File: config.mk
export PLATFORM = sky130hd
export DESIGN_NAME = dma_req_arbiter
export DESIGN_NICKNAME = d
export VERILOG_FILES = /design/src/rtl/dma_arb_pkg.sv /design/src/rtl/dma_req_sync.sv /design/src/rtl/dma_prio_pick.sv /design/src/rtl/dma_grant_ctrl.sv /design/src/rtl/dma_attr_enc.sv /design/src/rtl/dma_req_arbiter.sv
export SDC_FILE = /design/constraint.sdc
export NUM_CORES = 1
export LEC_CHECK = 0
export ABC_CLOCK_PERIOD_IN_PS = 3800
export BUFFER_PORTS_ARGS = -buffer_cell sky130_fd_sc_hd__buf_2
export CORE_AREA = 3 3 40 42
export CTS_BUF_LIST = sky130_fd_sc_hd__clkbuf_8
export CTS_CLUSTER_SIZE = 25
export DETAILED_ROUTE_END_ITERATION = 7
export DIE_AREA = 0 0 43 45
export PLACE_DENSITY_LB_ADDON = 0.05
export SYNTH_ARGS = -nofsm -noshare
export SYNTH_HDL_FRONTEND = slang
export SYNTH_SLANG_ARGS = --single-unit
File: constraint.sdc
create_clock -name clk -period 3.8 [get_ports clk]
set_input_delay 0.57 -clock clk [delete_from_list [all_inputs] [get_ports clk]]
set_output_delay 0.57 -clock clk [all_outputs]
set_load 0.005 [all_outputs]
File: src/rtl/dma_arb_pkg.sv
package dma_arb_pkg;
  localparam logic [1:0] TT_IDLE  = 2'b00;
  localparam logic [1:0] TT_DMA   = 2'b01;
  localparam logic [1:0] ACK_NONE = 2'b00;
  localparam logic [1:0] ACK_RSVD = 2'b11;

  // acknowledge code for an externally requested channel index
  function automatic logic [1:0] ack_code(input int unsigned idx);
    return 2'(idx + 1);
  endfunction
endpackage

File: src/rtl/dma_req_sync.sv
module dma_req_sync #(
  parameter int NUM = 2,
  parameter int STAGES = 2
) (
  input  logic           clk,
  input  logic           rst_n,
  input  logic [NUM-1:0] req_n_in,
  output logic [NUM-1:0] req_out
);
  for (genvar i = 0; i < NUM; i++) begin : g_bit
    logic [STAGES-1:0] shreg;
    always_ff @(posedge clk) begin
      if (!rst_n) shreg <= '0;
      else        shreg <= {shreg[STAGES-2:0], ~req_n_in[i]};
    end
    assign req_out[i] = shreg[STAGES-1];
  end
endmodule

File: src/rtl/dma_prio_pick.sv
module dma_prio_pick #(
  parameter int N = 4,
  localparam int W = (N > 1) ? $clog2(N) : 1
) (
  input  logic [N-1:0] req,
  output logic         any,
  output logic [W-1:0] idx
);
  always_comb begin
    any = 1'b0;
    idx = '0;
    for (int i = N - 1; i >= 0; i--) begin
      if (req[i]) begin
        any = 1'b1;
        idx = W'(i);
      end
    end
  end
endmodule

File: src/rtl/dma_grant_ctrl.sv
module dma_grant_ctrl #(
  parameter int N = 4,
  localparam int W = (N > 1) ? $clog2(N) : 1
) (
  input  logic         clk,
  input  logic         rst_n,
  input  logic [N-1:0] req_vec,
  input  logic [N-1:0] cont_mask,
  input  logic         xfer_done,
  input  logic         xfer_last,
  output logic         gnt_valid,
  output logic [W-1:0] gnt_ch
);
  logic         pick_any;
  logic [W-1:0] pick_idx;
  logic         boundary, hold_cont, rearb;

  dma_prio_pick #(.N(N)) u_pick (
    .req (req_vec),
    .any (pick_any),
    .idx (pick_idx)
  );

  assign boundary  = gnt_valid && xfer_done;
  assign hold_cont = boundary && cont_mask[gnt_ch] && !xfer_last;
  assign rearb     = !gnt_valid || (boundary && !hold_cont);

  always_ff @(posedge clk) begin
    if (!rst_n) begin
      gnt_valid <= 1'b0;
      gnt_ch    <= '0;
    end else if (rearb) begin
      gnt_valid <= pick_any;
      if (pick_any) gnt_ch <= pick_idx;
    end
  end

  assert_hold_midxfer_R4: assert property (@(posedge clk) disable iff (!rst_n)
    (gnt_valid && !xfer_done) |=> (gnt_valid && $stable(gnt_ch)));

  assert_ch0_first_R3: assert property (@(posedge clk) disable iff (!rst_n)
    (!gnt_valid && req_vec[0]) |=> (gnt_valid && gnt_ch == '0));

  assert_idle_grants_R3: assert property (@(posedge clk) disable iff (!rst_n)
    (!gnt_valid && |req_vec) |=> gnt_valid);

  assert_cont_keeps_R6: assert property (@(posedge clk) disable iff (!rst_n)
    (gnt_valid && xfer_done && cont_mask[gnt_ch] && !xfer_last)
      |=> (gnt_valid && $stable(gnt_ch)));

  assert_steal_release_R5: assert property (@(posedge clk) disable iff (!rst_n)
    (gnt_valid && xfer_done && !cont_mask[gnt_ch] && req_vec == '0) |=> !gnt_valid);
endmodule

File: src/rtl/dma_attr_enc.sv
module dma_attr_enc
  import dma_arb_pkg::*;
#(
  parameter int N = 4,
  parameter int NUM_EXT = 2,
  localparam int W = (N > 1) ? $clog2(N) : 1
) (
  input  logic         clk,
  input  logic         rst_n,
  input  logic         gnt_valid,
  input  logic [W-1:0] gnt_ch,
  input  logic [N-1:0] ack_last_mask,
  input  logic [N-1:0] single_mask,
  input  logic         xfer_last,
  output logic [1:0]   ttype,
  output logic [1:0]   tmod_ack,
  output logic         tmod_single
);
  logic ack_window;

  assign ack_window = !ack_last_mask[gnt_ch] || xfer_last;

  always_comb begin
    ttype       = TT_IDLE;
    tmod_ack    = ACK_NONE;
    tmod_single = 1'b0;
    if (gnt_valid) begin
      ttype       = TT_DMA;
      tmod_single = single_mask[gnt_ch];
      if (ack_window && int'(gnt_ch) < NUM_EXT)
        tmod_ack = ack_code(int'(gnt_ch));
    end
  end

  assert_ack_not_reserved_R8: assert property (@(posedge clk) disable iff (!rst_n)
    tmod_ack != ACK_RSVD);

  assert_idle_quiet_R7: assert property (@(posedge clk) disable iff (!rst_n)
    !gnt_valid |-> (ttype == TT_IDLE && tmod_ack == ACK_NONE && !tmod_single));

  assert_last_only_R9: assert property (@(posedge clk) disable iff (!rst_n)
    (gnt_valid && ack_last_mask[gnt_ch] && !xfer_last) |-> tmod_ack == ACK_NONE);
endmodule

File: src/rtl/dma_req_arbiter.sv
module dma_req_arbiter #(
  parameter int NUM_CH = 4,
  parameter int NUM_EXT = 2,
  parameter int SYNC_STAGES = 2,
  localparam int CH_W = (NUM_CH > 1) ? $clog2(NUM_CH) : 1,
  localparam int NUM_INT = NUM_CH - NUM_EXT
) (
  input  logic               clk,
  input  logic               rst_n,
  input  logic [NUM_EXT-1:0] ext_req_n,
  input  logic [NUM_INT-1:0] int_req,
  input  logic [NUM_CH-1:0]  ch_enable,
  input  logic [NUM_CH-1:0]  ch_continuous,
  input  logic [NUM_CH-1:0]  ch_ack_last_only,
  input  logic [NUM_CH-1:0]  ch_single_addr,
  input  logic               xfer_done,
  input  logic               xfer_last,
  output logic               grant_valid,
  output logic [CH_W-1:0]    grant_ch,
  output logic [1:0]         bus_ttype,
  output logic [1:0]         bus_tmod_ack,
  output logic               bus_tmod_single
);
  logic [NUM_EXT-1:0] ext_req_sync;
  logic [NUM_CH-1:0]  req_vec;

  dma_req_sync #(.NUM(NUM_EXT), .STAGES(SYNC_STAGES)) u_sync (
    .clk      (clk),
    .rst_n    (rst_n),
    .req_n_in (ext_req_n),
    .req_out  (ext_req_sync)
  );

  assign req_vec = {int_req, ext_req_sync} & ch_enable;

  dma_grant_ctrl #(.N(NUM_CH)) u_grant (
    .clk       (clk),
    .rst_n     (rst_n),
    .req_vec   (req_vec),
    .cont_mask (ch_continuous),
    .xfer_done (xfer_done),
    .xfer_last (xfer_last),
    .gnt_valid (grant_valid),
    .gnt_ch    (grant_ch)
  );

  dma_attr_enc #(.N(NUM_CH), .NUM_EXT(NUM_EXT)) u_attr (
    .clk           (clk),
    .rst_n         (rst_n),
    .gnt_valid     (grant_valid),
    .gnt_ch        (grant_ch),
    .ack_last_mask (ch_ack_last_only),
    .single_mask   (ch_single_addr),
    .xfer_last     (xfer_last),
    .ttype         (bus_ttype),
    .tmod_ack      (bus_tmod_ack),
    .tmod_single   (bus_tmod_single)
  );

  assert_disabled_never_new_R11: assert property (@(posedge clk) disable iff (!rst_n)
    (!grant_valid && req_vec == '0) |=> !grant_valid);

  assert_single_follows_R10: assert property (@(posedge clk) disable iff (!rst_n)
    grant_valid |-> (bus_tmod_single == ch_single_addr[grant_ch]));
endmodule

==> results.yml, run 1 <==
global_route:
  grt_pass1_vias: 348
  grt_start_max_net_pins: 9
  overflow: 0
  antenna_found_initial: 0
  grt_use_total_pct: 9.75
  grt_first_pass_wirelength_um: 1420
drt:
  drt_wl_total_um: 884
  firstDrtPassIters: 4
  via_count: 407
  via_per_inst: 4.79
  ant_nets: 0
  drt_iter0_drc: 3
  drc: 0
  drt-wirelength-per-cell_um: 10.4
setup_path:
  cp.required_ns: 3.23
  path_buf_inv: 1
  cp-startpoint: "u_grant.gnt_ch[0]"
  cp_num_cells: 3
  crit_end: "bus_tmod_single"
  path_max_fanout: 7
  slowest_stage: "mux4_1"
  crit_type: "register to output pin"
  timing.rr.end: "u_grant.gnt_ch[1]"
  ff2ff_setup_slack_ns: 2.35
  startpoint_type: "register"
  endpoint_kind: "output pin"
  arrival_ns: 1.52
  r2r_cells: 4
  cp_top_family: "multiplexers"
  timing.rr.start: "u_grant.gnt_valid"
  path_cells: "mux4_1, and2_2, buf_2"
  critical-path-max-stage-delay_ns: 0.56
yosys:
  avgSynthCellArea_sq_um: 9.70
  synth_top_area_share_pct: 36.1
  synth_top_area_cell: "dfxtp_1"
  ys.warnings.count: 0
  ys_seq_area_share_pct: 36.1
  ys_seq_elements: 7
  ys_top_cells_by_area: "dfxtp_1 36%, mux2i_1 7.7%, mux4_1 6.8%"
  synthCells: 40
  synth.cell_area_sq_um: 388
  synthDistinctLibCells: 22
  syn-num-nets: 64
floorplanning:
  die_h_um: 45
  initial_core_util_pct: 30.2
  coreArea_sq_um: 1280
  num_rows: 13
  dieWidth_um: 43
  num_io_pins: 32
  die_area_sq_um: 1940
finish:
  finalNonFillerCells: 85
  diodes: 0
  area_growth_pct: 48.7
  drive_gt1_share_pct: 47.1
  fin_nets: 95
clock_tree:
  cts_max_level: 1
  cts.sinks: 7
  cts_resized: 0
  cts_root_buf: "clkbuf_8"
  clock_latency_ns: 0.22
  cts-hold-fix-buffers: 0
  cts.clk_slew.worst_paths_ns: 0.04
  cts_buffers: 3
  cts_tree: "built"
  postCtsSetupBuffers: 0
  ctsLongestPathBuffers: 2
pwr:
  cellInternalPower_uw: 172
  seqPwrFrac_pct: 38.1
  pwr-share-clk_pct: 44.6
  p_per_area_nw_per_um2: 384
  p_leak_uw: 0.000285
  netSwitchingPower_uw: 49.8
  swShare_pct: 22.5
  p_comb_share_pct: 17.2
  ir_drop_uv: 232
sta:
  fin_skew_ns: 0.00125
  finalHoldViolCount: 0
  fin_crit_ns: 2.09
  period_share_pct: 55.1
  final_max_slew_viol_count: 0
  tns_ns: 0
  max_freq_mhz: 478
  rsz0062_at_grt: "no"
  finalSetupViolCount: 0
place:
  io_buffers: 28
  place_congestion: 0.711
  hpwl_um: 723
  placed_cells: 81
job:
  drv_cap: 0
min_path:
  hold_path.class: "register to register"
status:
  status: "completed"
==> through the flow <==
stage	util, %	area, sq um	hold WS (ns)	power, uW	setup slack (ns)
2_1_floorplan	-	388	0.412	106	2.00
3_3_place_gp	41.4	532	0.413	124	1.79
3_5_place_dp	41.4	532	0.419	124	1.79
4_1_cts	44.9	577	0.433	225	1.70
5_1_grt	44.9	577	0.448	233	1.64
6_report	44.9	577	0.428	221	1.71
==> cell usage after synthesis <==
| cell type | n |
|---|---|
| dfxtp_1 | 7 |
| nand2_1 | 4 |
| mux2i_1 | 3 |
| a21oi_1 | 2 |
| a22oi_1 | 2 |
| and2_1 | 2 |
| buf_4 | 2 |
| inv_1 | 2 |
| nand3b_1 | 2 |
| nor2b_1 | 2 |
| a2111oi_0 | 1 |
| a32o_1 | 1 |
| and2_2 | 1 |
| conb_1 | 1 |
| mux4_1 | 1 |
| nand3_1 | 1 |
| nor2_1 | 1 |
| o21a_1 | 1 |
| o221a_1 | 1 |
| o221ai_2 | 1 |
| or2b_1 | 1 |
| or3b_1 | 1 |
==> area by class of cell <==
type	instances	area, sq um
Fill cell	141	708
Multi-Input combinational cell	29	225
Sequential cell	7	140
Timing Repair Buffer	28	140
Clock buffer	3	41.3
Tap cell	15	18.8
Inverter	2	7.51
Clock inverter	1	3.75
==> kinds of logic (layout without fill, tap and decap cells) <==
kind of cell	after synthesis	in the layout	share of synthesized area (%)
DFF	7	7	36.1
AOI/OAI and AO/OA	9	9	20.0
other	1	1	0.967
muxes	4	4	14.5
buffers and inverters	4	34	5.81
and+or+nand+nor	15	15	22.6
==> worst min path at each step <==
stage,startpoint,end,slack (ns),depth (start not counted)
after floorplan,u_sync.g_bit[0].shreg[0],u_sync.g_bit[0].shreg[1],0.41,1
after global placement,u_sync.g_bit[1].shreg[0],u_sync.g_bit[1].shreg[1],0.41,1
after detailed placement,u_sync.g_bit[1].shreg[0],u_sync.g_bit[1].shreg[1],0.42,1
after CTS,u_sync.g_bit[0].shreg[0],u_sync.g_bit[0].shreg[1],0.43,1
after global routing,u_sync.g_bit[1].shreg[0],u_sync.g_bit[1].shreg[1],0.45,1
final,u_sync.g_bit[0].shreg[0],u_sync.g_bit[0].shreg[1],0.43,1
==> layer usage <==
layer	GRT usage, %	part of all wire (%)
met1	11.1	41
met5	0	0
met2	15.9	43
met4	5.42	0
met3	3.59	16
==> sequential cells by signal (all words and copies together) (netlist names) <==
| signal | cells |
|---|---|
| u_grant.gnt_ch | 2 |
| u_grant.gnt_valid | 1 |
| u_sync.g_bit.shreg | 4 |
==> power groups by stage <==
stage / clock (uW) / sequential, uW / combinational [uW]
global placement: 0 / 85.8 / 38.2
CTS: 101 / 84.5 / 38.7
finish: 98.8 / 84.5 / 38.1
floorplan: 0 / 84.6 / 21.2
global route: 105 / 85.7 / 42.4
detailed placement: 0 / 85.7 / 38.2
==> cell usage in the layout, fill, tap and decap left out, drive strengths merged <==
master	count
buf	28
dfxtp	7
nand2	4
inv	3
mux2i	3
clkbuf	3
and2	3
nand3b	2
a21oi	2
a22oi	2
nor2b	2
a2111oi	1
mux4	1
or3b	1
or2b	1
o221ai	1
nor2	1
o221a	1
o21a	1
a32o	1
nand3	1
conb	1
Note: power is estimated with default switching activity, not from simulation.
==> inputs of run 2 (changes only) <==
--- a/config.mk
+++ b/config.mk
@@ -5,7 +5,7 @@
 export SDC_FILE = /design/constraint.sdc
 export NUM_CORES = 1
 export LEC_CHECK = 0
-export ABC_CLOCK_PERIOD_IN_PS = 3800
+export ABC_CLOCK_PERIOD_IN_PS = 1940
 export BUFFER_PORTS_ARGS = -buffer_cell sky130_fd_sc_hd__buf_2
 export CORE_AREA = 3 3 40 42
 export CTS_BUF_LIST = sky130_fd_sc_hd__clkbuf_8
==> constraint.sdc (replaced) <==
create_clock -name clk -period 1.94 [get_ports clk]
set_input_delay 0.291 -clock clk [delete_from_list [all_inputs] [get_ports clk]]
set_output_delay 0.291 -clock clk [all_outputs]
set_load 0.005 [all_outputs]
==> run 2 against run 1 <==
Effect of this change: core utilization is the same; register-to-register slack got worse by 1.9 ns; sequential power grew 95%; wire length up 1.8%; cell count unchanged; power grew 95%; die area is the same; worst hold slack got worse by 0.21 ns; sequential cell count did not move; critical endpoint unchanged.
==> results.yml, run 2 (synthesized netlist as in run 1, its figures left out) <==
place:
  io_buffers: 28
  hpwl_um: 720
  placed_cells: 81
  place_congestion: 0.657
pwr:
  p_leak_uw: 0.000285
  ir_drop_uv: 366
  p_per_area_nw_per_um2: 750
drt:
  ant_nets: 0
  drt-wirelength-per-cell_um: 10.6
  via_count: 404
  drc: 0
  drt_wl_total_um: 900
  drt_iter0_drc: 1
  firstDrtPassIters: 3
  via_per_inst: 4.75
setup_path:
  path_max_fanout: 7
  cp.required_ns: 1.65
  crit_type: "register to output pin"
  arrival_ns: 1.52
  slowest_stage: "mux4_1"
  critical-path-max-stage-delay_ns: 0.56
  startpoint_type: "register"
  path_cells: "mux4_1, and2_2, buf_2"
  endpoint_kind: "output pin"
sta:
  tns_ns: 0
  period_share_pct: 93.2
  finalHoldViolCount: 0
  rsz0062_at_grt: "no"
  max_freq_mhz: 553
  finalSetupViolCount: 0
  final_max_slew_viol_count: 0
  fin_crit_ns: 1.81
  fin_skew_ns: 0.000728
status:
  status: "completed"
finish:
  final_cell_mix: "28 x buf_2, 7 x dfxtp_1, 4 x nand2_1"
  drive_gt1_share_pct: 47.1
  largest_reg_flops: 4
  diodes: 0
  area_growth_pct: 48.7
  top_register: "u_sync.g_bit.shreg"
  multi_input_area_sq_um: 225
  final_common_cell: "buf_2"
  largest_registers: "u_sync.g_bit.shreg (4), u_grant.gnt_ch (2), u_grant.gnt_valid (1)"
  fill_cells: 137
  final-seq-area_sq_um: 140
  fin_nets: 95
  finalNonFillerCells: 85
clock_tree:
  cts_resized: 0
  cts_buffers: 3
  cts_root_buf: "clkbuf_8"
  cts_max_level: 1
  cts.sinks: 7
  postCtsSetupBuffers: 0
  clock_latency_ns: 0.22
  cts-hold-fix-buffers: 0
  cts_tree: "built"
  cts.clk_slew.worst_paths_ns: 0.04
  ctsLongestPathBuffers: 2
floorplanning:
  num_io_pins: 32
  initial_core_util_pct: 30.2
  coreArea_sq_um: 1280
  num_rows: 13
  die_h_um: 45
  die_area_sq_um: 1940
  dieWidth_um: 43
global_route:
  overflow: 0
  grt_use_total_pct: 9.50
  antenna_found_initial: 0
  grt_first_pass_wirelength_um: 1400
  grt_start_max_net_pins: 9
  grt_pass1_vias: 361
job:
  drv_cap: 0
min_path:
  hold_path.class: "input port to register"
## run 2: cell counts in the layout (fill, tap and decap cells not counted)
Identical to the previous run, type by type.
## run 2: worst paths after layout
| path | end | cells after the start | slack, ns | startpoint |
|---|---|---|---|---|
| worst max-delay path | bus_tmod_single | 3 | 0.13 | u_grant.gnt_ch[0] |
| worst min-delay path | u_sync.g_bit[0].shreg[0] | 2 | 0.22 | ext_req_n[0] |
| worst max register to register | u_grant.gnt_ch[1] | 4 | 0.49 | u_grant.gnt_valid |
| worst min register to register | u_sync.g_bit[0].shreg[1] | 1 | 0.43 | u_sync.g_bit[0].shreg[0] |
## run 2: report_power, final
part	switching [uW]	internal, uW	total (uW)	leakage (uW)
logic	29.2	45.9	75.1	0.000200
registers	11.2	154	165	0.0000579
clock network	56.2	136	192	0.0000269
## run 2: critical path, delay by kind of cell, from the launching register on
family                 cells  cell delay, ns
multiplexers               1            0.56
buffers and inverters      1            0.12
flip-flops                 1            0.43
AND/OR/NAND/NOR            1            0.19
## run 2: stage by stage
stage | total power, uW | hold slack (ns) | setup WS (ns) | instance area (sq um) | utilization, %
global placement | 243 | 0.413 | 0.369 | 532 | 41.4
floorplan | 207 | 0.363 | 0.498 | 388 | -
CTS | 440 | 0.215 | 0.118 | 577 | 44.9
global route | 457 | 0.225 | 0.0702 | 577 | 44.9
finish | 433 | 0.220 | 0.133 | 577 | 44.9
detailed placement | 243 | 0.419 | 0.356 | 532 | 41.4
## run 2: metal layers
layer	track usage (%)	up-vias	share of wire [%]
met3	3.19	0	15
met2	16.8	26	44
li1	-	204	-
met1	10.6	174	41
met5	0	-	0
met4	3.61	0	0
## run 2: area by class of cell
class,instances,area share [%]
Timing Repair Buffer,28,24.3
Sequential cell,7,24.3
Tap cell,15,3.25
Inverter,2,1.30
Clock buffer,3,7.16
Multi-Input combinational cell,29,39.0
Clock inverter,1,0.651
==> inputs of run 3 (changes only) <==
--- a/config.mk
+++ b/config.mk
@@ -7,6 +7,7 @@
 export LEC_CHECK = 0
 export ABC_CLOCK_PERIOD_IN_PS = 1940
 export BUFFER_PORTS_ARGS = -buffer_cell sky130_fd_sc_hd__buf_2
+export CAP_MARGIN = 10
 export CORE_AREA = 3 3 40 42
 export CTS_BUF_LIST = sky130_fd_sc_hd__clkbuf_8
 export CTS_CLUSTER_SIZE = 25
==> constraint.sdc (replaced) <==
create_clock -name clk -period 1.94 [get_ports clk]
set_input_delay 0 -clock clk [delete_from_list [all_inputs] [get_ports clk]]
set_output_delay 0 -clock clk [all_outputs]
set_load 0.005 [all_outputs]
==> run 3 against run 2 <==
Effect of this change: wire length down 0.11%; clock skew up 0.0021 ns; non-clock buffer count up 2; combinational power up 4.1%; core utilization up 1.7 points; cell area up 3.7%; first-iteration DRC count rose to 4.0 times the previous value; maximum frequency up 19%; sequential cell count unchanged; sequential power about the same; register-to-register slack about the same; worst hold slack worse by 0.13 ns; critical path type unchanged; largest cell class unchanged.
==> results.yml, run 3 (synthesized netlist as in run 1, its figures left out) <==
sta:
  final_max_slew_viol_count: 0
  max_freq_mhz: 656
  finalSetupViolCount: 0
  fin_crit_ns: 1.52
  finalHoldViolCount: 0
  tns_ns: 0
  period_share_pct: 78.6
  fin_skew_ns: 0.00278
  rsz0062_at_grt: "no"
global_route:
  antenna_found_initial: 0
  overflow: 0
  grt_pass1_vias: 396
  grt_start_max_net_pins: 9
  grt_use_total_pct: 10.1
  grt_first_pass_wirelength_um: 1520
floorplanning:
  coreArea_sq_um: 1280
  die_area_sq_um: 1940
  dieWidth_um: 43
  num_io_pins: 32
  die_h_um: 45
  initial_core_util_pct: 30.2
  num_rows: 13
clock_tree:
  cts_root_buf: "clkbuf_8"
  ctsLongestPathBuffers: 2
  postCtsSetupBuffers: 0
  cts.sinks: 7
  cts_tree: "built"
  clock_latency_ns: 0.22
  cts_max_level: 1
  cts.clk_slew.worst_paths_ns: 0.04
  cts_buffers: 3
finish:
  drive_gt1_share_pct: 47.2
  largest_reg_flops: 4
  final_area_sq_um: 598
  area_growth_pct: 54.2
  final_cell_mix: "28 x buf_2, 7 x dfxtp_1, 4 x nand2_1, 3 x mux2i_1, 3 x clkbuf_8"
  diodes: 0
  final_common_cell: "buf_2"
  top_register: "u_sync.g_bit.shreg"
  fin_nets: 97
  largest_registers: "u_sync.g_bit.shreg (4), u_grant.gnt_ch (2), u_grant.gnt_valid (1)"
place:
  placed_area_sq_um: 532
  place_congestion: 0.690
  io_buffers: 28
  hpwl_um: 735
setup_path:
  cp-startpoint: "u_grant.gnt_ch[0]"
  crit_type: "register to output pin"
  timing.rr.start: "u_grant.gnt_valid"
  cp.required_ns: 1.94
  endpoint_kind: "output pin"
  startpoint_type: "register"
  path_max_fanout: 7
  arrival_ns: 1.52
drt:
  drt-wirelength-per-cell_um: 10.3
  drt_iter0_drc: 4
  firstDrtPassIters: 4
  via_count: 415
  drc: 0
  ant_nets: 0
  via_per_inst: 4.77
  drt_wl_total_um: 899
min_path:
  min_from: "rst_n"
  hold_path.class: "input port to register"
pwr:
  p_leak_uw: 0.000291
  ir_drop_uv: 443
  p_per_area_nw_per_um2: 738
status:
  status: "completed"
job:
  drv_cap: 0
-- run 3: cell types whose count changed in the layout (fill, tap and decap cells not counted), sizes merged --
| cell | change |
|---|---|
| dlygate4sd3 | +2 |
| clkinv | +1 |
| inv | -1 |
-- run 3: repair_timing --
| action | in CTS | in global routing |
|---|---|---|
| hold endpoints to repair | 2 | 0 |
| resized for setup | 0 | 0 |
| setup endpoints to repair | 0 | 0 |
| hold buffers | 2 | 0 |
-- run 3: per-layer routing --
metal	up-vias	GRT usage [%]	wire length, um
li1	208	-	-
met1	177	12.3	379
met2	30	16.5	380
met3	0	3.59	139
met4	0	3.61	0
met5	-	0	0
-- run 3: stage by stage --
stage	setup WS [ns]	util [%]	hold WS, ns	instances	total power, uW
floorplan	0.559	-	0.0555	40	207
global placement	0.496	41.4	0.155	81	243
detailed placement	0.493	41.4	0.158	81	243
CTS	0.401	46.5	0.0839	87	449
global route	0.354	46.5	0.100	87	471
finish	0.416	46.5	0.0865	87	441
-- run 3: worst paths after layout --
kind | end | slack (ns) | cells past startpoint
setup / recovery | bus_tmod_single | 0.42 | 3
hold reg to reg | u_sync.g_bit[0].shreg[1] | 0.43 | 1
hold / removal | u_grant.gnt_valid | 0.09 | 2
setup reg to reg | u_grant.gnt_ch[1] | 0.50 | 4
-- run 3: final cells by class --
cell class	count	area, sq um
Inverter	2	7.51
Sequential cell	7	140
Clock buffer	3	41.3
Tap cell	15	18.8
Fill cell	131	687
Multi-Input combinational cell	29	225
Timing Repair Buffer	30	160
Clock inverter	1	5.00
-- run 3: critical path: stages (launching register included) --
cell and delay [ns]:
dfxtp_1 0.43, mux4_1 0.56, and2_2 0.19, buf_2 0.12
-- run 3: report_power, final --
group          total, uW  leakage (uW)  switching (uW)  internal, uW
registers            165     0.0000579            11.1           154
logic               78.2      0.000208            29.6          48.5
clock network        198     0.0000255            59.6           139
total                441      0.000291             100           341
